## config.mk

```make
export PLATFORM = sky130hd
export DESIGN_NAME = nest_irq_ctrl
export DESIGN_NICKNAME = d
export VERILOG_FILES = /design/src/rtl/nirq_pkg.sv /design/src/rtl/nirq_pend.sv /design/src/rtl/nirq_arb.sv /design/src/rtl/nirq_isr.sv /design/src/rtl/nest_irq_ctrl.sv
export SDC_FILE = /design/constraint.sdc
export NUM_CORES = 1
export LEC_CHECK = 0
export CORE_AREA = 10 10 47 49
export CTS_BUF_LIST = sky130_fd_sc_hd__clkbuf_8
export DETAILED_ROUTE_END_ITERATION = 8
export DIE_AREA = 0 0 57 59
export HOLD_SLACK_MARGIN = 0.05
export PLACE_DENSITY = 0.67
export SETUP_SLACK_MARGIN = 0.1
export SLEW_MARGIN = 30
export SYNTH_ARGS = -nofsm -noshare
export SYNTH_HDL_FRONTEND = slang
export SYNTH_SLANG_ARGS = --single-unit
```

## constraint.sdc

```tcl
create_clock -name clk_i -period 1.1 [get_ports clk_i]
set_input_delay 0.22 -clock clk_i [delete_from_list [all_inputs] [get_ports clk_i]]
set_output_delay 0.22 -clock clk_i [all_outputs]
set_load 0.02 [all_outputs]
```

## src/rtl/nirq_pkg.sv

```systemverilog
package nirq_pkg;
  // Number of request sources and derived vector width.
  localparam int NIRQ_SRC = 3;
  localparam int NIRQ_VW  = $clog2(NIRQ_SRC);
endpackage

```

## src/rtl/nirq_pend.sv

```systemverilog
module nirq_pend #(
  parameter int N = 3
) (
  input  logic         clk_i,
  input  logic         rst_n,
  input  logic [N-1:0] req_i,
  input  logic [N-1:0] clr_i,
  output logic [N-1:0] pend_o
);
  logic [N-1:0] req_q;

  for (genvar g = 0; g < N; g++) begin : g_src
    logic pend_q, pend_d;
    logic edge_seen;

    always_comb begin
      edge_seen = req_i[g] & ~req_q[g];
      pend_d    = pend_q;
      if (clr_i[g])       pend_d = 1'b0;
      else if (edge_seen) pend_d = 1'b1;
    end

    always_ff @(posedge clk_i or negedge rst_n) begin
      if (!rst_n) begin
        pend_q   <= 1'b0;
        req_q[g] <= 1'b0;
      end else begin
        pend_q   <= pend_d;
        req_q[g] <= req_i[g];
      end
    end

    assign pend_o[g] = pend_q;

    // acknowledge leaves the flag cleared on the next cycle
    a_r6_ack_clears: assert property (@(posedge clk_i) disable iff (!rst_n)
      clr_i[g] |=> !pend_o[g]);
  end
endmodule

```

## src/rtl/nirq_arb.sv

```systemverilog
module nirq_arb #(
  parameter int N  = 3,
  parameter int VW = $clog2(N)
) (
  input  logic          clk_i,
  input  logic          rst_n,
  input  logic [N-1:0]  pend_i,
  input  logic [N-1:0]  insvc_i,
  input  logic          gen_en_i,
  input  logic          take_i,
  output logic          irq_o,
  output logic [N-1:0]  ack_o,
  output logic [VW-1:0] vec_o
);
  logic [N-1:0] top_svc;
  logic [N-1:0] above;
  logic [N-1:0] cand;
  logic [N-1:0] win;

  always_comb begin
    top_svc = insvc_i & (~insvc_i + N'(1));
    above   = (insvc_i == '0) ? '1 : (top_svc - N'(1));
    cand    = pend_i & above;
    win     = cand & (~cand + N'(1));
    irq_o   = gen_en_i & (|cand);
    ack_o   = (irq_o && take_i) ? win : '0;
    vec_o   = '0;
    for (int i = N - 1; i >= 0; i--) begin
      if (ack_o[i]) vec_o = VW'(i);
    end
  end

  // single acknowledge, only on take with a live request
  a_r5_ack_onehot: assert property (@(posedge clk_i) disable iff (!rst_n)
    $onehot0(ack_o));
  a_r5_ack_on_take: assert property (@(posedge clk_i) disable iff (!rst_n)
    (|ack_o) |-> (take_i && irq_o));
  // enable masks the core request
  a_r9_masked: assert property (@(posedge clk_i) disable iff (!rst_n)
    !gen_en_i |-> (!irq_o && ack_o == '0));
endmodule

```

## src/rtl/nirq_isr.sv

```systemverilog
module nirq_isr #(
  parameter int N = 3
) (
  input  logic         clk_i,
  input  logic         rst_n,
  input  logic [N-1:0] ack_i,
  input  logic         eos_i,
  output logic [N-1:0] insvc_o
);
  logic [N-1:0] svc_q, svc_d;
  logic [N-1:0] top;

  always_comb begin
    top   = svc_q & (~svc_q + N'(1));
    svc_d = svc_q;
    if (eos_i) svc_d = svc_d & ~top;
    svc_d = svc_d | ack_i;
  end

  always_ff @(posedge clk_i or negedge rst_n) begin
    if (!rst_n) svc_q <= '0;
    else        svc_q <= svc_d;
  end

  assign insvc_o = svc_q;

  // end-of-service without a new acknowledge drops exactly one level
  a_r7_eos_one_level: assert property (@(posedge clk_i) disable iff (!rst_n)
    (eos_i && (|svc_q) && ack_i == '0) |=>
      ($countones(svc_q) == $countones($past(svc_q)) - 1));
endmodule

```

## src/rtl/nest_irq_ctrl.sv

```systemverilog
module nest_irq_ctrl
  import nirq_pkg::*;
#(
  parameter int N_SRC = NIRQ_SRC,
  localparam int VW   = $clog2(N_SRC)
) (
  input  logic             clk_i,
  input  logic             rst_ni,
  input  logic [N_SRC-1:0] req_i,
  input  logic             gen_en_i,
  input  logic             cpu_take_i,
  input  logic             eos_i,
  output logic             irq_o,
  output logic [N_SRC-1:0] ack_o,
  output logic [VW-1:0]    vec_o
);
  logic [1:0]       rst_sync_q;
  logic             rst_n;
  logic [N_SRC-1:0] pend;
  logic [N_SRC-1:0] insvc;

  always_ff @(posedge clk_i or negedge rst_ni) begin
    if (!rst_ni) rst_sync_q <= 2'b00;
    else         rst_sync_q <= {rst_sync_q[0], 1'b1};
  end
  assign rst_n = rst_sync_q[1];

  nirq_pend #(.N(N_SRC)) i_pend (
    .clk_i (clk_i), .rst_n (rst_n), .req_i (req_i),
    .clr_i (ack_o), .pend_o (pend)
  );

  nirq_arb #(.N(N_SRC), .VW(VW)) i_arb (
    .clk_i (clk_i), .rst_n (rst_n), .pend_i (pend), .insvc_i (insvc),
    .gen_en_i (gen_en_i), .take_i (cpu_take_i),
    .irq_o (irq_o), .ack_o (ack_o), .vec_o (vec_o)
  );

  nirq_isr #(.N(N_SRC)) i_isr (
    .clk_i (clk_i), .rst_n (rst_n), .ack_i (ack_o),
    .eos_i (eos_i), .insvc_o (insvc)
  );

  // a signalled request must come from a pending source
  a_r4_irq_has_pend: assert property (@(posedge clk_i) disable iff (!rst_n)
    irq_o |-> (|pend));
  // never signal while the most urgent level is already in service
  a_r4_top_blocks: assert property (@(posedge clk_i) disable iff (!rst_n)
    insvc[0] |-> !irq_o);
endmodule

```

==> flow_summary.ini, run 1 <==
[status]
status = finished, violations left
violations = setup timing

[synth]
synth_mux_area_frac = 0
synth_xor_area_frac = 0
syn_area_um2 = 445
synth_top_area_frac = 0.618
avgSynthCellArea_um2 = 11.7
synth-compound-area-share = 0.112
synth_area_leader_cell = dfrtp_1
syn_nets = 46
synth_fa_ha_area_frac = 0
netlist_instances = 38
synth_area_leaders = dfrtp_1 62%, nand2b_1 5.6%, a21o_1 5.1%, a21oi_1 3.4%, and4b_4 3.1%
ys_warn_count = 0
synth-simple-area-share = 0.236
synth.distinct_cells = 17
synth_top_family_by_area = simple AND/OR/NAND/NOR gates
ys_ff_latch = 11
yosysSeqAreaShare = 0.618

[cells_and_area]
regArea_um2 = 275
final_common_cell = dfrtp_1
nFillCells = 127
n_antenna_cell = 0
final_cell_mix = 11 x dfrtp_1, 9 x buf_4, 8 x buf_6, 5 x clkdlybuf4s50_1, 4 x inv_1
synthToLayoutAreaGrowth_pct = 74.7
finalInstanceArea_um2 = 778
utilization = 0.555
multi_input_comb_area_um2 = 201
final_nets = 75
drive_above_1_share = 0.500

[timing]
whs_ns = 0.138
setup_tns_ns = -2.49
fmax_mhz = 676
period_share = 1.34
grt_setup_unrepaired = yes
setup_viol = 8
layout_setup_ws_ns = -0.378
fin_worst_skew_ns = 0.000683
hold_violations = 0
fin_crit_ns = 1.48
drv_slew = 0

[placement]
io_buffers = 13
place_area_um2 = 656
gp_congestion = 0.669

[pwr]
clock_power_share = 0.281
finalPower_mw = 1.38
power.switching_uw = 383
pwr-share-seq = 0.393
p_sw_frac = 0.279
max-vdd-ir-drop_v = 0.00102
power_frac_comb = 0.327
p_per_area_nw_per_um2 = 1770
power.leakage_nw = 0.406
p_int_uw = 992

[min_path]
hold_class = register to asynchronous set/reset pin

[floorplanning]
die_w_um = 57
ios = 14
fp.dieArea_um2 = 3360
start_util = 0.318
fp.dieH_um = 59
coreArea_um2 = 1400
fp-row-count = 14

[grt]
grt_pass1_wl_um = 1610
grt_pass1_vias = 372
grt_max_degree = 10
use_met2 = 0.0837
antenna_found_initial = 0
grt-ovfl-total = 0
grt_busiest_layer = met2
grt_use_total = 0.0646
grtUsageMet1 = 0.0709
grtUsageMet3 = 0.0258

[critical_path]
reg2reg_from = i_isr.insvc_o[0]
path_buf_inv = 1
rr_endpoint = i_isr.insvc_o[2]
reg2reg_slack_ns = -0.28
crit_path_end_kind = output port
startpoint = i_isr.insvc_o[0]
r2r_cells = 6
worstSetupPathType = register to output port
critPathMaxFanout = 6
cp.depth = 3
slowest_delay_ns = 0.37
start_kind = register
critPathTopFamily = simple AND/OR/NAND/NOR gates
crit_slowest_cell = dfrtp_1
crit_arrival_ns = 1.26
path_cells = and3b_2, and4b_4, buf_6
cp.required_ns = 0.88

[routing]
route.detailed.drc = 0
antenna_left = 0
dr.pass1.iters = 2
drt-initial-drc-count = 2
wl_per_cell_um = 12.1
drt-total-wl_um = 996
vias = 369
drt-vias-per-instance = 4.50

[cts]
cts.htree.levels = 1
clock-root-buffer = clkbuf_8
clkTransAtPathRegs_ns = 0.05
clk_path_buf_depth = 2
cts_tree = done
insertion_delay_ns = 0.23
numCtsBuffers = 3
holdBufCountCts = 0
clock-sinks = 11

[run]
cap_viol_max_count = 0
[Yosys cell counts, drive strengths merged]
cell type  number
nand2           1
nor2b           1
inv             3
conb            1
a21o            3
and3            2
nand2b          4
o21ai           1
nor3b           1
and2            1
o21bai          1
nor2            2
a21oi           3
dfrtp          11
and4b           2
and3b           1
[cell type report]
class / count / area share
Multi-Input combinational cell: 24 / 0.259
Clock buffer: 3 / 0.0531
Timing Repair Buffer: 24 / 0.289
Clock inverter: 1 / 0.00482
Inverter: 3 / 0.0145
Sequential cell: 11 / 0.354
Tap cell: 16 / 0.0257
[worst max-delay path by stage]
stage	endpoint	slack (ns)
6_report	ack_o[2]	-0.38
5_1_grt	ack_o[2]	-0.44
4_1_cts	ack_o[2]	-0.38
3_5_place_dp	ack_o[2]	-0.88
3_3_place_gp	ack_o[2]	-0.87
2_1_floorplan	vec_o[1]	-0.04
[logic make-up after synthesis]
| kind of cell | after synthesis |
|---|---|
| AOI/OAI and AO/OA | 8 |
| other | 1 |
| buffers and inverters | 3 |
| and+or+nand+nor | 15 |
| DFF | 11 |
[power groups by stage]
| stage | sequential [mW] | combinational, mW | clock [mW] |
|---|---|---|---|
| 2_1_floorplan | 0.523 | 0.171 | 0 |
| 4_1_cts | 0.538 | 0.440 | 0.402 |
| 5_1_grt | 0.549 | 0.493 | 0.415 |
| 6_report | 0.540 | 0.449 | 0.386 |
| 3_3_place_gp | 0.525 | 0.354 | 0 |
| 3_5_place_dp | 0.528 | 0.361 | 0 |
[per-layer routing]
| metal | wire (um) | vias to the layer above |
|---|---|---|
| met5 | 0 | - |
| met4 | 47 | 0 |
| met3 | 60 | 4 |
| met2 | 473 | 8 |
| met1 | 414 | 172 |
| li1 | - | 185 |
[timing repair]
item	4_1_cts	5_1_grt
setup buffers	3	1
resized for setup	46	1
endpoints found under the setup margin	12	12
pin swaps	2	0
[per-stage QoR]
step	setup WS, ns	instances
floorplan	-0.0416	38
global placement	-0.871	74
detailed placement	-0.884	74
CTS	-0.375	81
global route	-0.436	82
finish	-0.378	82
[flip-flops by register name, indices dropped and copies added (netlist names)]
register	count
i_pend.req_q	3
rst_sync_q	2
i_isr.insvc_o	3
i_pend.g_src.pend_q	3
Note: power is estimated with default switching activity, not from simulation.
==> run 2: changes to the inputs <==
Settings changed: CTS_CLUSTER_SIZE from default to 25, PLACE_DENSITY 0.67 to 0.73, SLEW_MARGIN 30 to default, SYNTH_HIERARCHICAL from default to 1.
==> run 2 against run 1 <==
  * Sequential share of layout area down 2.1 points
  * Sequential power up 4.3%
  * Cell count down 2.4%
  * Register-to-register slack better by 0.05 ns
  * The run still ends with setup timing left
  * Highest routed layer is now met3
  * Critical path type unchanged
  * Utilization up 4.4 points
  * Critical path depth unchanged
  * Flip-flop and latch count unchanged
  * Maximum frequency down 1.8%
  * Final area up 7.9%
  * Clock power up 2%
==> flow_summary.ini, run 2 <==
[pwr]
p_sw_frac = 0.303
p_per_area_nw_per_um2 = 1600
p_int_uw = 935
clock_power_share = 0.293
finalPower_mw = 1.34
max-vdd-ir-drop_v = 0.000927
power_frac_comb = 0.287
power.leakage_nw = 0.420
pwr-share-seq = 0.420
power.switching_uw = 405

[cells_and_area]
final_cells = 80
final_nets = 73
synthToLayoutAreaGrowth_pct = 63.7
final_common_cell = buf_4
utilization = 0.599
nFillCells = 127
n_antenna_cell = 0
drive_above_1_share = 0.594
final_cell_mix = 11 x buf_4, 8 x dfrtp_1, 5 x clkdlybuf4s50_1

[critical_path]
crit_slowest_cell = dfrtp_2
cp.required_ns = 0.88
path_cells = nor2_2, nor4b_4, buf_4
critPathTopFamily = flip-flops
path_buf_inv = 1
critPathMaxFanout = 6
slowest_delay_ns = 0.47
crit_arrival_ns = 1.28
worstSetupPathType = register to output port
crit_path_end_kind = output port
start_kind = register

[synth]
ys_warn_count = 6
synth_edf_count = 0
netlist_instances = 42
avgSynthCellArea_um2 = 12.2
yosysSeqAreaShare = 0.537
synth_mux_area_frac = 0
synth_common_cells = 11 x dfrtp_1, 5 x inv_1, 4 x nor4b_1
synth-main-ff-cell = dfrtp_1
synth_area_leaders = dfrtp_1 54%, nand2b_4 8.0%, nor4b_1 6.8%, a21oi_2 5.1%, buf_4 4.4%
synth_area_leader_cell = dfrtp_1
synth_top_area_frac = 0.537
syn_nets = 50
syn_area_um2 = 513
synth-simple-area-share = 0.259
synth_async_sr_flop_share = 1.00
synth_fa_ha_area_frac = 0
synth.most_common_cell = dfrtp_1
synth_xor_area_frac = 0
synth.distinct_cells = 15
synth_top_family_by_area = simple AND/OR/NAND/NOR gates
synth-compound-area-share = 0.117
ys_ff_latch = 11

[run]
cap_viol_max_count = 0

[floorplanning]
die_w_um = 57
fp.dieH_um = 59
start_util = 0.366
fp.dieArea_um2 = 3360
ios = 14
coreArea_um2 = 1400
fp-row-count = 14

[cts]
holdBufCountCts = 0
numCtsBuffers = 3
cts.htree.levels = 1
cts_tree = done
clock-sinks = 11
clock-root-buffer = clkbuf_8
insertion_delay_ns = 0.23
clkTransAtPathRegs_ns = 0.05
clk_path_buf_depth = 2

[grt]
grt_max_degree = 10
antenna_found_initial = 0
grt_busiest_layer = met2
grt-ovfl-total = 0
grtUsageMet3 = 0.0193
use_met2 = 0.102
grtUsageMet1 = 0.0717
grt_use_total = 0.0649
grt_pass1_vias = 421
grt_pass1_wl_um = 1730

[timing]
fin_worst_skew_ns = 0.00171
layout_setup_ws_ns = -0.405
hold_violations = 0
fin_crit_ns = 1.50
whs_ns = 0.140
fmax_mhz = 664
grt_setup_unrepaired = yes
setup_viol = 12
period_share = 1.37
drv_slew = 0

[placement]
io_buffers = 13
placed_cells = 73
pre_cts_slack_ns = -0.936
gp_congestion = 0.736
dpl.hpwl_um = 785

[routing]
wl_per_cell_um = 13.3
vias = 365
antenna_left = 0
drt-vias-per-instance = 4.56
drt-initial-drc-count = 3
drt-total-wl_um = 1060
route.detailed.drc = 0
dr.pass1.iters = 3

[status]
status = finished, violations left
violations = setup timing

[min_path]
hold_class = register to asynchronous set/reset pin
run 2: metrics by stage:
stage	TNS, ns	cell area (um2)
after floorplan	-1.33	587
after global placement	-7.15	748
after detailed placement	-7.30	748
after CTS	-2.88	822
after global routing	-3.63	840
final	-2.82	840
run 2: what timing repair did:
item	4_1_cts	5_1_grt
endpoints found under the hold margin	0	0
buffers inserted	3	0
gates resized for setup	42	2
pin swaps	5	3
setup endpoints to repair	12	12
run 2: layout make-up:
class | count | area [um2] | area share
inverter | 5 | 18.8 | 0.0224
clock inverter | 1 | 5.00 | 0.00596
clock buffer | 3 | 41.3 | 0.0492
sequential | 11 | 279 | 0.332
tap | 16 | 20.0 | 0.0238
multi-input combinational | 23 | 292 | 0.347
timing repair buffer | 21 | 184 | 0.219
run 2: final timing paths:
path	depth (start not counted)	slack, ns	end	startpoint
max in group asynchronous	0	0.68	i_pend/g_src[0].pend_q	rst_sync_q[1]
setup / recovery	3	-0.40	ack_o[2]	i_pend/g_src[0].pend_q
hold reg to reg	0	0.14	i_pend/g_src[2].pend_q	rst_sync_q[1]
hold / removal	0	0.14	i_pend/g_src[2].pend_q	rst_sync_q[1]
min in group clk_i	0	0.36	rst_sync_q[1]	rst_sync_q[0]
setup reg to reg	5	-0.23	i_isr/insvc_o[2]	i_pend/g_src[0].pend_q
run 2: logic make-up (layout without fill, tap and decap cells):
logic type      Yosys count  in the layout
other cells               1              1
simple gates             15             15
flops                    11             11
buf+inv                   8             30
compound gates            7              7
run 2: metal layers:
layer | wire length [um] | part of all wire | vias up
li1 | - | - | 180
met1 | 437 | 0.41 | 177
met2 | 580 | 0.55 | 8
met3 | 42 | 0.040 | 0
met4 | 0 | 0 | 0
met5 | 0 | 0 | -
run 2: power groups by stage:
| stage | Clock (mW) | Sequential [mW] | Combinational, mW |
|---|---|---|---|
| 3_5_place_dp | 0 | 0.553 | 0.344 |
| 2_1_floorplan | 0 | 0.506 | 0.294 |
| 4_1_cts | 0.409 | 0.552 | 0.372 |
| 5_1_grt | 0.423 | 0.574 | 0.415 |
| 6_report | 0.392 | 0.563 | 0.385 |
| 3_3_place_gp | 0 | 0.551 | 0.337 |
==> run 3: changes to the inputs <==
Settings changed: ABC_CLOCK_PERIOD_IN_PS from default to 1100, CAP_MARGIN from default to 10.
==> results of run 3 <==
No change in the layout: final DEF, timing and power equal those of run 2.
